**src/rtl/hs_mon_pkg.sv**
```systemverilog
package hs_mon_pkg;

  typedef enum logic [1:0] {
    ST_IDLE  = 2'd0,
    ST_PEND  = 2'd1,
    ST_ACKED = 2'd2
  } hs_state_e;

  localparam int F_OVL  = 0;
  localparam int F_SPUR = 1;
  localparam int F_DUP  = 2;
  localparam int F_LAT  = 3;
  localparam int NUM_F  = 4;

endpackage

```
**src/rtl/hs_rst_sync.sv**
```systemverilog
module hs_rst_sync (
  input  logic clk,
  input  logic rst_n,
  output logic rst_sync_n
);
  logic [1:0] stage_q;

  always_ff @(posedge clk or negedge rst_n) begin
    if (!rst_n) stage_q <= 2'b00;
    else        stage_q <= {stage_q[0], 1'b1};
  end

  assign rst_sync_n = stage_q[1];
endmodule

```
**src/rtl/hs_rise_detect.sv**
```systemverilog
module hs_rise_detect #(
  parameter int WIDTH = 2
) (
  input  logic             clk,
  input  logic             rst_n,
  input  logic [WIDTH-1:0] sig_i,
  output logic [WIDTH-1:0] rise_o
);
  logic [WIDTH-1:0] prev_q;

  always_ff @(posedge clk or negedge rst_n) begin
    if (!rst_n) prev_q <= '0;
    else        prev_q <= sig_i;
  end

  assign rise_o = sig_i & ~prev_q;
endmodule

```
**src/rtl/hs_latency_timer.sv**
```systemverilog
module hs_latency_timer #(
  parameter int MIN_ACK = 1,
  parameter int MAX_ACK = 3
) (
  input  logic clk,
  input  logic rst_n,
  input  logic start_i,
  input  logic run_i,
  output logic early_o,
  output logic at_max_o
);
  localparam int CNT_W = (MAX_ACK < 1) ? 1 : $clog2(MAX_ACK + 1);

  logic [CNT_W-1:0] cnt_q;
  logic [CNT_W-1:0] cnt_d;
  logic             cnt_en;

  assign cnt_en = start_i | run_i;
  assign cnt_d  = start_i ? CNT_W'(1) : cnt_q + CNT_W'(1);

  always_ff @(posedge clk or negedge rst_n) begin
    if (!rst_n)      cnt_q <= '0;
    else if (cnt_en) cnt_q <= cnt_d;
  end

  generate
    if (MIN_ACK == 0) begin : g_no_min
      assign early_o = 1'b0;
    end else begin : g_min
      assign early_o = (cnt_q < CNT_W'(MIN_ACK));
    end
  endgenerate

  assign at_max_o = (cnt_q == CNT_W'(MAX_ACK));
endmodule

```
**src/rtl/hs_fault_flags.sv**
```systemverilog
module hs_fault_flags #(
  parameter int NUM = 4
) (
  input  logic           clk,
  input  logic           rst_n,
  input  logic [NUM-1:0] event_i,
  output logic [NUM-1:0] flag_o,
  output logic           pulse_o
);
  generate
    for (genvar i = 0; i < NUM; i++) begin : g_flag
      always_ff @(posedge clk or negedge rst_n) begin
        if (!rst_n)          flag_o[i] <= 1'b0;
        else if (event_i[i]) flag_o[i] <= 1'b1;
      end
    end
  endgenerate

  always_ff @(posedge clk or negedge rst_n) begin
    if (!rst_n) pulse_o <= 1'b0;
    else        pulse_o <= |event_i;
  end
endmodule

```
**src/rtl/hs_monitor.sv**
```systemverilog
module hs_monitor
  import hs_mon_pkg::*;
#(
  parameter int MIN_ACK = 1,
  parameter int MAX_ACK = 3
) (
  input  logic clk,
  input  logic rst_n,
  input  logic req,
  input  logic ack,
  output logic err_overlap,
  output logic err_spurious,
  output logic err_dup_ack,
  output logic err_latency,
  output logic err_pulse
);
  localparam bit ZERO_OK = (MIN_ACK == 0);

  logic             rst_sync_n;
  logic [1:0]       rises;
  logic             req_rise;
  logic             ack_rise;
  logic             tmr_start;
  logic             tmr_run;
  logic             tmr_early;
  logic             tmr_at_max;
  logic [NUM_F-1:0] fault_ev;
  logic [NUM_F-1:0] flags;
  hs_state_e        state_q;
  hs_state_e        state_d;

  hs_rst_sync u_rst_sync (
    .clk        (clk),
    .rst_n      (rst_n),
    .rst_sync_n (rst_sync_n)
  );

  hs_rise_detect #(.WIDTH(2)) u_rise (
    .clk    (clk),
    .rst_n  (rst_sync_n),
    .sig_i  ({ack, req}),
    .rise_o (rises)
  );
  assign req_rise = rises[0];
  assign ack_rise = rises[1];

  hs_latency_timer #(.MIN_ACK(MIN_ACK), .MAX_ACK(MAX_ACK)) u_timer (
    .clk      (clk),
    .rst_n    (rst_sync_n),
    .start_i  (tmr_start),
    .run_i    (tmr_run),
    .early_o  (tmr_early),
    .at_max_o (tmr_at_max)
  );

  // next-state and fault classification
  always_comb begin
    state_d   = state_q;
    fault_ev  = '0;
    tmr_start = 1'b0;
    tmr_run   = 1'b0;
    unique case (state_q)
      ST_IDLE: begin
        if (req_rise) begin
          if (ack_rise && !ZERO_OK) begin
            fault_ev[F_LAT] = 1'b1;
          end else if (ack_rise) begin
            state_d = ST_ACKED;
          end else begin
            state_d   = ST_PEND;
            tmr_start = 1'b1;
          end
        end else if (ack_rise) begin
          fault_ev[F_SPUR] = 1'b1;
        end
      end
      ST_PEND: begin
        if (req_rise) fault_ev[F_OVL] = 1'b1;
        if (ack_rise) begin
          if (tmr_early) begin
            fault_ev[F_LAT] = 1'b1;
            state_d         = ST_IDLE;
          end else begin
            state_d = ST_ACKED;
          end
        end else if (tmr_at_max) begin
          fault_ev[F_LAT] = 1'b1;
          state_d         = ST_IDLE;
        end else begin
          tmr_run = 1'b1;
        end
      end
      ST_ACKED: begin
        if (ack_rise) fault_ev[F_DUP] = 1'b1;
        if (!req)     state_d = ST_IDLE;
      end
      default: state_d = ST_IDLE;
    endcase
  end

  always_ff @(posedge clk or negedge rst_sync_n) begin
    if (!rst_sync_n) state_q <= ST_IDLE;
    else             state_q <= state_d;
  end

  hs_fault_flags #(.NUM(NUM_F)) u_flags (
    .clk     (clk),
    .rst_n   (rst_sync_n),
    .event_i (fault_ev),
    .flag_o  (flags),
    .pulse_o (err_pulse)
  );

  assign err_overlap  = flags[F_OVL];
  assign err_spurious = flags[F_SPUR];
  assign err_dup_ack  = flags[F_DUP];
  assign err_latency  = flags[F_LAT];
endmodule

```
**config.mk**
```make
export PLATFORM = sky130hd
export DESIGN_NAME = hs_monitor
export DESIGN_NICKNAME = d
export VERILOG_FILES = /design/src/rtl/hs_mon_pkg.sv /design/src/rtl/hs_rst_sync.sv /design/src/rtl/hs_rise_detect.sv /design/src/rtl/hs_latency_timer.sv /design/src/rtl/hs_fault_flags.sv /design/src/rtl/hs_monitor.sv
export SDC_FILE = /design/constraint.sdc
export NUM_CORES = 1
export LEC_CHECK = 0
export BUFFER_PORTS_ARGS = -buffer_cell sky130_fd_sc_hd__buf_2
export CORE_AREA = 4 4 41 43
export CTS_CLUSTER_DIAMETER = 100
export CTS_CLUSTER_SIZE = 40
export DETAILED_ROUTE_END_ITERATION = 12
export DIE_AREA = 0 0 45 47
export GPL_ROUTABILITY_DRIVEN = 1
export GPL_TIMING_DRIVEN = 0
export PLACE_DENSITY = 0.58
export SLEW_MARGIN = 20
export SYNTH_ARGS = -nofsm -noshare
export SYNTH_HDL_FRONTEND = slang
export SYNTH_SLANG_ARGS = --single-unit
```
**constraint.sdc**
```tcl
create_clock -name clk -period 0.8 [get_ports clk]
set_clock_uncertainty 0.15 [all_clocks]
set_input_delay 0.12 -clock clk [delete_from_list [all_inputs] [get_ports clk]]
set_output_delay 0.12 -clock clk [all_outputs]
set_load 0.01 [all_outputs]
```
* After elaboration in Yosys (flattened, before gate mapping) *
Index checks and enable logic that the tools add are counted.
W data, S select, Z words.

word-level totals
  register bits = 13
  word-level logic and storage cells = 49

operators by class
  $add $sub $neg = 1
  muxes and demuxes = 25
  reduce and logical (&&, ||, !) cells = 3
  equality and inequality tests = 7
  bitwise logic cells = 3
  magnitude comparators = 1

operator list
  cell                   number
  $mux W1                16
  $mux W2                7
  $ne A2 B2 Y1 const B   3
  $pmux W2 S3            1
  $eq A2 B2 Y1 const B   2
  $reduce_and A4 Y1      1
  $reduce_or A4 Y1       1
  $ne A3 B3 Y1 const B   1
  $add A2 B1 Y2 const B  1
  $and A2 B2 Y2          1
  $eq A2 B1 Y1 const B   1
  $logic_not A2 Y1       1
  $lt A2 B1 Y1 const B   1
  $not A2 Y2             1
  $pmux W1 S2            1
  $or A1 B1 Y1           1

* Depth between registers and ports, before layout *
Gate-level depths: netlist (run 1).

  depth in word-level cells = 6
  gate-level depth with buffers = 4

* Hierarchy *
From an unflattened synthesis (run 1), not the netlist that was laid out.

second synthesis, totals
  cell total of the unflattened synthesis = 47
  area, all modules = 573.0 µm²

by module, submodules not included
  module            cells each  sequential area each (µm²)  instances  area an instance (µm²)
  hs_monitor        20          50.0                        1          172.7
  hs_fault_flags    10          125.1                       1          157.7
  hs_latency_timer  10          50.0                        1          111.4
  hs_rise_detect    4           50.0                        1          77.6
  hs_rst_sync       3           50.0                        1          53.8

* Least setup slack after synthesis (run 1) *
No wires, ideal clock.

  path kind = register -> register
  start = reg u_timer.cnt_q[0]
  end = reg u_timer.cnt_q[1]
  stages on the path, launching flop included = 5
  path buffers = 0
  data required time = 529 ps
  data arrival time = 1,006 ps
  setup time = 121 ps
  period minus slack after synthesis = 1,277 ps
  slack = -477 ps
  cells stage by stage = dfrtp_1 -> ha_1 -> nor2b_1 -> o211ai_1 -> a22o_1

on the way
  word-level cells in the longest chain between the ends = 5

RTL lines
  element                   RTL line                text
  start: declaration        hs_latency_timer.sv:14  logic [CNT_W-1:0] cnt_q;
  start signal: assignment  hs_latency_timer.sv:23  else if (cnt_en) cnt_q <= cnt_d;
  $eq A2 B2 Y1              hs_latency_timer.sv:34  assign at_max_o = (cnt_q == CNT_W'(MAX_ACK));
  $mux W1                   hs_monitor.sv:86        end else if (tmr_at_max) begin
  $mux W1                   hs_monitor.sv:79        if (ack_rise) begin
  $mux W1                   hs_monitor.sv:62        unique case (state_q)
  $or A1 B1 Y1              hs_latency_timer.sv:18  assign cnt_en = start_i | run_i;

Several ways; a longest one is shown, not always the timed one.
A chain may end at the register's enable or synchronous reset.

* Worst setup path in the final report (run 1) *
  start = reg u_timer.cnt_q[1]
  end = reg u_timer.cnt_q[1]

Same word-level chain as after synthesis.

==> reports/results.ini, run 1 <==
[synthesis]
synth_top_area_share_pct = 60.7
synthesis.area_um2 = 536
ys_top_cells_by_count = dfrtp_1 (13), inv_1 (4)
syn-instance-count = 42
ys_warn_count = 0
ys_types = 21
synth.most_common_cell = dfrtp_1
async_reset_ff_share_pct = 100
synth_top_cell_by_area = dfrtp_1
syn_nets = 48
synth_seq_area_share_pct = 60.7
synth_area_per_cell_um2 = 12.8
synth_edf_count = 0
ys_seq_elements = 13
synthTopCellsByArea = dfrtp_1 (61%), ha_1 (4.7%), mux2i_1 (3.7%), a21o_1 (2.8%), inv_1 (2.8%)
synth_top_flop_cell = dfrtp_1

[run_status]
status = complete, but fails checks
violations = hold timing, setup timing

[die]
start_util_pct = 41.2
rows = 13
dieArea_um2 = 2120
core_um2 = 1300
die_y_um = 47
io_pins = 9
die_w_um = 45

[finish]
antenna_cells = 0
fin_area_um2 = 792
nNetsFinal = 74
num-fill-cells = 109
drive_above_1_share_pct = 43.3
syn2layout_area_growth_pct = 47.9

[timing]
finalHoldViolCount = 2
min_period_over_period_pct = 164
worst_slack_ns = -0.515
whs_ns = -0.000908
setup_tns_ns = -5.03
drv_slew = 0
post-route-min-period_ns = 1.31
setup_violations = 15
grt_setup_unrepaired = true
fmax_mhz = 761

[critical_path]
endpoint_kind = flop
crit_slowest_cell = dfrtp_1
worst_ep_required_time_ns = 0.81
rrSetupSlack_ns = -0.51
crit_fanout = 3
cp_cell_sequence = ha_4 -> nor2b_1 -> o211ai_1 -> a22o_1
path_delay_family = flip-flops
path_class = reg2reg
slowest_delay_ns = 0.42
worstPathArrival_ns = 1.32
crit_buf_inv = 0
start_kind = flop

[routing]
drt_iter0_markers = 11
ant_nets = 0
drc_errors = 0
num_vias = 415
postRouteWirelength_um = 1110
post_drt_via_cell_ratio = 5.06
dr.pass1.iters = 4
wl_per_cell_um = 13.5

[clocking]
numCtsBuffers = 3
cts_tree = yes
root_buffer = clkbuf_4
htree_levels = 1
cts.clk_slew.worst_paths_ns = 0.07
worstSkewPairLatency_ns = 0.26
cts.sinks = 13
clockBufferDepth = 2
ctsHoldBuffers = 3

[place]
placed_area_um2 = 604
pre_cts_ws_ns = -0.547
finalWeightedCongestion = 0.752
dp_hpwl_um = 781
portBuffers = 8

[power]
ir_drop_v = 0.00132
p_total_mw = 2.25
p_leak_nw = 0.369
pwr_density_cell_nw_per_um2 = 2850

[global_route]
overflow = 0
antenna_found_initial = 0
grt_pass1_wl_um = 1750
grt_max_degree = 12
grt_usage_pct = 12.3
grt_pass1_vias = 388

[worst_hold_path]
hp-class = in2async

[job]
drv_cap = 0

==> state kept, by name, indices dropped and copies added, names as in the netlist <==
| signal | count |
|---|---|
| u_rst_sync.stage_q | 2 |
| u_timer.cnt_q | 2 |
| u_flags.flag_o | 4 |
| u_flags.pulse_o | 1 |
| u_rise.prev_q | 2 |
| state_q | 2 |
==> through the flow <==
step / util, % / cells
after floorplan: - / 42
after global placement: 46.4 / 65
after detailed placement: 46.4 / 65
after CTS: 57.1 / 78
after global routing: 60.9 / 82
final: 60.9 / 82
==> power by group <==
| part | switching [mW] | internal (mW) | total, mW |
|---|---|---|---|
| clock | 0.193 | 0.193 | 0.386 |
| sequential | 0.124 | 0.801 | 0.925 |
| combinational | 0.389 | 0.554 | 0.943 |
==> path summary, 6_finish.rpt <==
| kind | from | end | cells past startpoint |
|---|---|---|---|
| max | u_timer.cnt_q[1] | u_timer.cnt_q[1] | 4 |
| min | rst_n | u_rst_sync.stage_q[0] | 2 |
| max reg2reg | u_timer.cnt_q[1] | u_timer.cnt_q[1] | 4 |
| min reg2reg | u_rst_sync.stage_q[1] | u_flags.flag_o[1] | 0 |
| max in group asynchronous | u_rst_sync.stage_q[1] | state_q[0] | 0 |
| min in group clk | req | state_q[1] | 3 |
==> cells by family after synthesis <==
kind of cell | synth area share, %
AO/OA/AOI/OAI | 14.7
flip-flops | 60.7
other | 0.700
AND/OR/NAND/NOR | 12.6
multiplexers | 3.74
buffers and inverters | 2.80
adder cells (fa/ha/maj) | 4.67
==> timing repair <==
action                     CTS  global route
setup endpoints to repair   14            14
gates resized for setup      6             3
hold endpoints to repair     4             2
buffers inserted             6             4
pin swaps                    3             1
==> final cells by class <==
| type | instances | area, um2 | share of cell area (%) |
|---|---|---|---|
| Clock buffer | 4 | 26.3 | 3.32 |
| Inverter | 4 | 15.0 | 1.90 |
| Multi-Input combinational cell | 25 | 238 | 30.0 |
| Sequential cell | 13 | 327 | 41.2 |
| Tap cell | 15 | 18.8 | 2.37 |
| Timing Repair Buffer | 21 | 168 | 21.2 |
==> per-layer routing <==
metal  vias to the layer above  wire [um]  global-route usage, %  share of wire (%)
li1                        194          -                      -                  -
met1                       202        443                   12.9                 40
met2                        17        579                   20.9                 52
met3                         2         77                   6.13                7.0
met4                         0          6                   5.26               0.54
met5                         -          0                      0                  0
==> cell usage in the layout (no fill, tap or decap), types with 2 or more instances in the layout <==
master         Yosys  layout
a21o_1             2       2
buf_2              0       7
buf_4              0       8
buf_6              0       2
clkbuf_4           0       3
dfrtp_1           13      12
dlygate4sd3_1      0       3
inv_1              4       4
mux2i_1            2       2
nor3b_4            0       2
No activity file was read; power rests on OpenSTA's default activity.
==> run 2: changes to the inputs <==
- CELL_PAD_IN_SITES_DETAIL_PLACEMENT: default -> 0
- CELL_PAD_IN_SITES_GLOBAL_PLACEMENT: default -> 2
- CORE_AREA: 4 4 41 43 -> default
- CORE_MARGIN: default -> 4
- CORE_UTILIZATION: default -> 34
- DIE_AREA: 0 0 45 47 -> default
- PLACE_DENSITY: 0.58 -> 0.7
==> run 2 against run 1 <==
  * Sequential cell count is the same
  * Global-route usage shrank 1.3 points
  * Hold slack better by 0.011 ns
  * Largest power group is now sequential cells
  * The run ends with setup timing left
==> reports/results.ini, run 2 (synthesized netlist as in run 1, its figures left out) <==
[critical_path]
r2r_cells = 4  ; unchanged
crit_fanout = 3  ; unchanged
endpoint_kind = flop
reg2reg_from = u_timer.cnt_q[1]
start_kind = flop
worstPathArrival_ns = 1.31  ; about the same
path_class = reg2reg
rr_endpoint = u_timer.cnt_q[1]
rrSetupSlack_ns = -0.50  ; about the same
worst_ep_required_time_ns = 0.81  ; about the same

[die]
core_um2 = 1490  ; +14%
dieArea_um2 = 2270  ; +7.5%
die_y_um = 47.7  ; +1.5%
rows = 14  ; +1
start_util_pct = 36.0  ; -5.2 points
die_w_um = 47.7  ; +6.0%
io_pins = 9  ; unchanged

[finish]
antenna_cells = 0  ; unchanged
nNetsFinal = 74  ; unchanged
top_register = u_flags.flag_o
num-fill-cells = 148  ; +36%
multi_input_area_um2 = 239  ; +0.53%
largest_register_ffs = 4  ; unchanged
regArea_um2 = 327  ; unchanged
layout_common_cells = dfrtp_1 (12), buf_2 (8), buf_4 (8)
fin_area_um2 = 782  ; -1.3%
syn2layout_area_growth_pct = 46.0
drive_above_1_share_pct = 44.8  ; +1.5 points
final_common_cell = dfrtp_1

[global_route]
grt_max_degree = 12  ; unchanged
use_met1_pct = 11.7  ; -1.3 points
grt_usage_pct = 11.0  ; -1.3 points
top_usage_layer = met2
globalRouteMet2Util_pct = 19.8  ; -1.1 points
grt_pass1_wl_um = 1730  ; -1.2%
grtUsageMet3_pct = 2.26  ; -3.9 points
antenna_found_initial = 0  ; unchanged
overflow = 0  ; unchanged
grt_pass1_vias = 436  ; +12%

[routing]
wl_per_cell_um = 12.8  ; -4.9%
num_vias = 403  ; -2.9%
post_drt_via_cell_ratio = 4.86  ; -4.1%
dr.pass1.iters = 3  ; -1
drt_iter0_markers = 2  ; -9
drc_errors = 0  ; unchanged
postRouteWirelength_um = 1070  ; -3.7%
ant_nets = 0  ; unchanged

[clocking]
cts_tree = yes
numCtsBuffers = 3  ; unchanged
root_buffer = clkbuf_4
cts.clk_slew.worst_paths_ns = 0.08  ; about the same
clockBufferDepth = 2  ; unchanged
worstSkewPairLatency_ns = 0.27  ; about the same
htree_levels = 1  ; unchanged
cts.sinks = 13  ; unchanged

[job]
drv_cap = 0  ; unchanged

[run_status]
violations = setup timing
status = complete, but fails checks

[place]
dp_hpwl_um = 722  ; -7.5%
portBuffers = 8  ; unchanged
placed_area_um2 = 606  ; +0.21%
finalWeightedCongestion = 0.746  ; -0.75%

[timing]
fmax_mhz = 767  ; +0.88%
setup_tns_ns = -4.87  ; +0.156 ns
whs_ns = 0.0103  ; +0.0112 ns
worst_slack_ns = -0.503  ; +0.0115 ns
post-route-min-period_ns = 1.30  ; -0.0115 ns
min_period_over_period_pct = 163  ; -1.4 points
finalHoldViolCount = 0  ; -2
grt_setup_unrepaired = true
setup_violations = 14  ; -1
drv_slew = 0  ; unchanged

[worst_hold_path]
hp-class = in2async

[power]
pwr_density_cell_nw_per_um2 = 2810  ; -1.3%
p_leak_nw = 0.370  ; +0.22%
ir_drop_v = 0.00114  ; -13%

==> run 2: worst max-delay path by stage <==
stage	from	endpoint	slack, ns	cells after the start
CTS	u_timer.cnt_q[1]	u_timer.cnt_q[1]	-0.52	4
floorplan	u_timer.cnt_q[1]	u_timer.cnt_q[1]	-0.43	4
global route	u_timer.cnt_q[1]	u_timer.cnt_q[1]	-0.55	4
finish	u_timer.cnt_q[1]	u_timer.cnt_q[1]	-0.50	4
global placement	state_q[0]	u_timer.cnt_q[1]	-0.51	3
detailed placement	u_timer.cnt_q[1]	u_timer.cnt_q[0]	-0.52	4
==> run 2: cell type report <==
| type | count | share of cell area, % |
|---|---|---|
| timing repair buffer | 21 | 19.8 |
| clock buffer | 4 | 3.36 |
| multi-input combinational | 25 | 30.6 |
| sequential | 13 | 41.8 |
| inverter | 4 | 1.92 |
| tap | 16 | 2.56 |
==> run 2: routing by layer <==
metal	up-vias	share of wire (%)	wire length, um
li1	197	-	-
met1	201	42	444
met2	5	54	571
met3	0	4.6	49
met4	0	0	0
met5	-	0	0
==> run 2: worst max-delay path, stage by stage, from the launching register on <==
cell and delay, ns:
dfrtp_1 0.39, ha_2 0.20, nor2b_1 0.10, o211ai_1 0.14, a22o_1 0.21
==> run 2: through the flow <==
stage / power [mW] / instances / setup slack [ns] / util (%)
after floorplan: 1.28 / 42 / -0.428 / -
after global placement: 1.42 / 66 / -0.506 / 40.7
after detailed placement: 1.45 / 66 / -0.516 / 40.7
after CTS: 2.14 / 80 / -0.518 / 50.5
after global routing: 2.37 / 83 / -0.546 / 52.5
final: 2.20 / 83 / -0.503 / 52.5
==> run 2: power breakdown <==
group | leakage, nW | switching (mW) | internal [mW]
Combinational | 0.209 | 0.376 | 0.519
Clock | 0.0150 | 0.198 | 0.193
Sequential | 0.146 | 0.110 | 0.801
Total | 0.370 | 0.685 | 1.51
==> run 2: timing repair <==
| action | in CTS | in global routing |
|---|---|---|
| hold buffers | 3 | 0 |
| endpoints found under the setup margin | 14 | 15 |
| hold endpoints to repair | 5 | 0 |
| resized for setup | 8 | 2 |
| setup buffers | 7 | 3 |
| pin swaps | 5 | 1 |
==> run 3: changes to the inputs <==
- CELL_PAD_IN_SITES_DETAIL_PLACEMENT: 0 -> 1
- CELL_PAD_IN_SITES_GLOBAL_PLACEMENT: 2 -> 1
- CORE_UTILIZATION: 34 -> 40
==> run 3 against run 2 <==
  * The flow finishes with violations (hold timing, setup timing)
  * Final cell count decreased by 1.2%
  * Clock-buffer cell count unchanged
  * Sequential share of layout area decreased by 1.1 points
  * Non-clock buffer count increased by 1
  * Power increased by 7.8%
  * Critical path depth increased by 1
  * Setup slack got worse by 0.078 ns
  * Die area decreased by 13%
  * Global-route usage increased by 5.5 points
  * Routed wire length increased by 39%
  * Critical endpoint is now state_q[0]
  * Largest cell class unchanged
  * Highest routed layer is now met4
==> reports/results.ini, run 3 (synthesized netlist as in run 1, its figures left out) <==
[run_status]
status = complete, but fails checks
violations = hold timing, setup timing

[routing]
met2_length_um = 733  ; +28%
top_layer_used = met4
post_drt_via_cell_ratio = 5.11  ; +5.2%
wl_per_cell_um = 18.0  ; +40%
wl_met1_um = 680  ; +53%
wl_met3_um = 48  ; -2.0%
drt_iter0_markers = 3  ; +1
postRouteWirelength_um = 1480  ; +39%
num_vias = 419  ; +4.0%
drc_errors = 0  ; unchanged
dr.pass1.iters = 2  ; -1
ant_nets = 0  ; unchanged

[timing]
finalHoldViolCount = 1  ; +1
fmax_mhz = 724  ; -5.7%
worst_slack_ns = -0.581  ; -0.0783 ns
grt_setup_unrepaired = true
min_period_over_period_pct = 173  ; +9.8 points
setup_violations = 14  ; unchanged
drv_slew = 0  ; unchanged
post-route-min-period_ns = 1.38  ; +0.0783 ns
whs_ns = -0.0190  ; -0.0292 ns

[power]
ir_drop_v = 0.00190  ; +67%
p_leak_nw = 0.380  ; +2.6%
pwr_density_cell_nw_per_um2 = 2950  ; +4.9%

[critical_path]
start_kind = flop
worstPathArrival_ns = 1.41  ; +0.10 ns
crit_fanout = 3  ; unchanged
slowest_delay_ns = 0.40  ; about the same
worst_ep_required_time_ns = 0.83  ; +0.02 ns
endpoint_kind = flop
crit_slowest_cell = dfrtp_1
path_class = reg2reg
cp_cell_sequence = ha_4 -> nor2b_4 -> o211ai_1 -> buf_4 -> inv_2

[finish]
nNetsFinal = 75  ; +1.4%
antenna_cells = 0  ; unchanged
syn2layout_area_growth_pct = 50.0
final_common_cell = dfrtp_1
top_register = u_flags.flag_o
drive_above_1_share_pct = 50.0  ; +5.2 points
layout_common_cells = dfrtp_1 (12), buf_2 (8), buf_4 (8)
largest_register_ffs = 4  ; unchanged

[global_route]
grt_pass1_vias = 467  ; +7.1%
grt_usage_pct = 16.5  ; +5.5 points
antenna_found_initial = 0  ; unchanged
overflow = 0  ; unchanged
grt_max_degree = 12  ; unchanged
grt_pass1_wl_um = 2290  ; +32%

[die]
die_y_um = 44.6  ; -6.5%
dieArea_um2 = 1990  ; -13%
start_util_pct = 45.1  ; +9.2 points
io_pins = 9  ; unchanged
core_um2 = 1190  ; -20%
die_w_um = 44.6  ; -6.5%
rows = 12  ; -2

[clocking]
worstSkewPairLatency_ns = 0.28  ; about the same
numCtsBuffers = 3  ; unchanged
cts.sinks = 13  ; unchanged
root_buffer = clkbuf_4
cts_tree = yes
cts.clk_slew.worst_paths_ns = 0.08  ; about the same
htree_levels = 1  ; unchanged
clockBufferDepth = 2  ; unchanged

[job]
drv_cap = 0  ; unchanged

[worst_hold_path]
hp-class = in2reg

[place]
finalWeightedCongestion = 0.702  ; -5.9%
pre_cts_ws_ns = -0.578  ; -0.0625 ns
portBuffers = 8  ; unchanged
dp_hpwl_um = 830  ; +15%

-- run 3: power by group --
group	internal [mW]	switching, mW
sequential	0.801	0.138
clock	0.193	0.217
combinational	0.575	0.444
total	1.57	0.799
-- run 3: path summary, 6_finish.rpt --
kind                                          to                  start  cells past startpoint  slack [ns]
setup / recovery                      state_q[0]       u_timer.cnt_q[1]                      5       -0.58
hold / removal                        state_q[1]                    req                      3       -0.02
setup reg to reg                      state_q[0]       u_timer.cnt_q[1]                      5       -0.58
hold reg to reg                       state_q[0]  u_rst_sync.stage_q[1]                      0        0.04
max in group asynchronous             state_q[0]  u_rst_sync.stage_q[1]                      0        0.13
min in group asynchronous  u_rst_sync.stage_q[0]                  rst_n                      2           0
-- run 3: area by class of cell --
| class | instances | area, um2 |
|---|---|---|
| Clock buffer | 4 | 26.3 |
| Fill cell | 120 | 383 |
| Multi-Input combinational cell | 25 | 251 |
| Timing Repair Buffer | 22 | 166 |
| Inverter | 4 | 15.0 |
| Tap cell | 14 | 17.5 |
| Sequential cell | 13 | 327 |
-- run 3: stage by stage --
stage               std cells  cell area (um2)  util, %  setup TNS (ns)  power (mW)
CTS                        79              746     62.9           -5.50        2.22
floorplan                  42              546        -           -2.70        1.28
global route               82              803     67.7           -6.33        2.52
global placement           64              603     50.8           -3.41        1.41
finish                     82              803     67.7           -5.64        2.37
detailed placement         64              603     50.8           -3.92        1.48
-- run 3: timing repair --
action                     CTS  global route
pin swaps                    4             5
hold endpoints to repair     5             3
buffers inserted             9             2
cloned                       0             0
hold buffers                 2             1
setup endpoints to repair   14            15
gates resized for setup      7             9
-- run 3: routing by layer --
metal  GRT usage, %  vias up
li1               -      196
met1           19.2      211
met2           30.1       10
met3           2.44        2
met4           5.42        0
met5              0        -
-- run 3: critical path: cells and delay by family (launching register included) --
family                   cells  cell delay (ns)
buffers and inverters        2             0.20
adder cells (fa/ha/maj)      1             0.18
AO/OA/AOI/OAI                1             0.32
flip-flops                   1             0.40
AND/OR/NAND/NOR              1             0.04
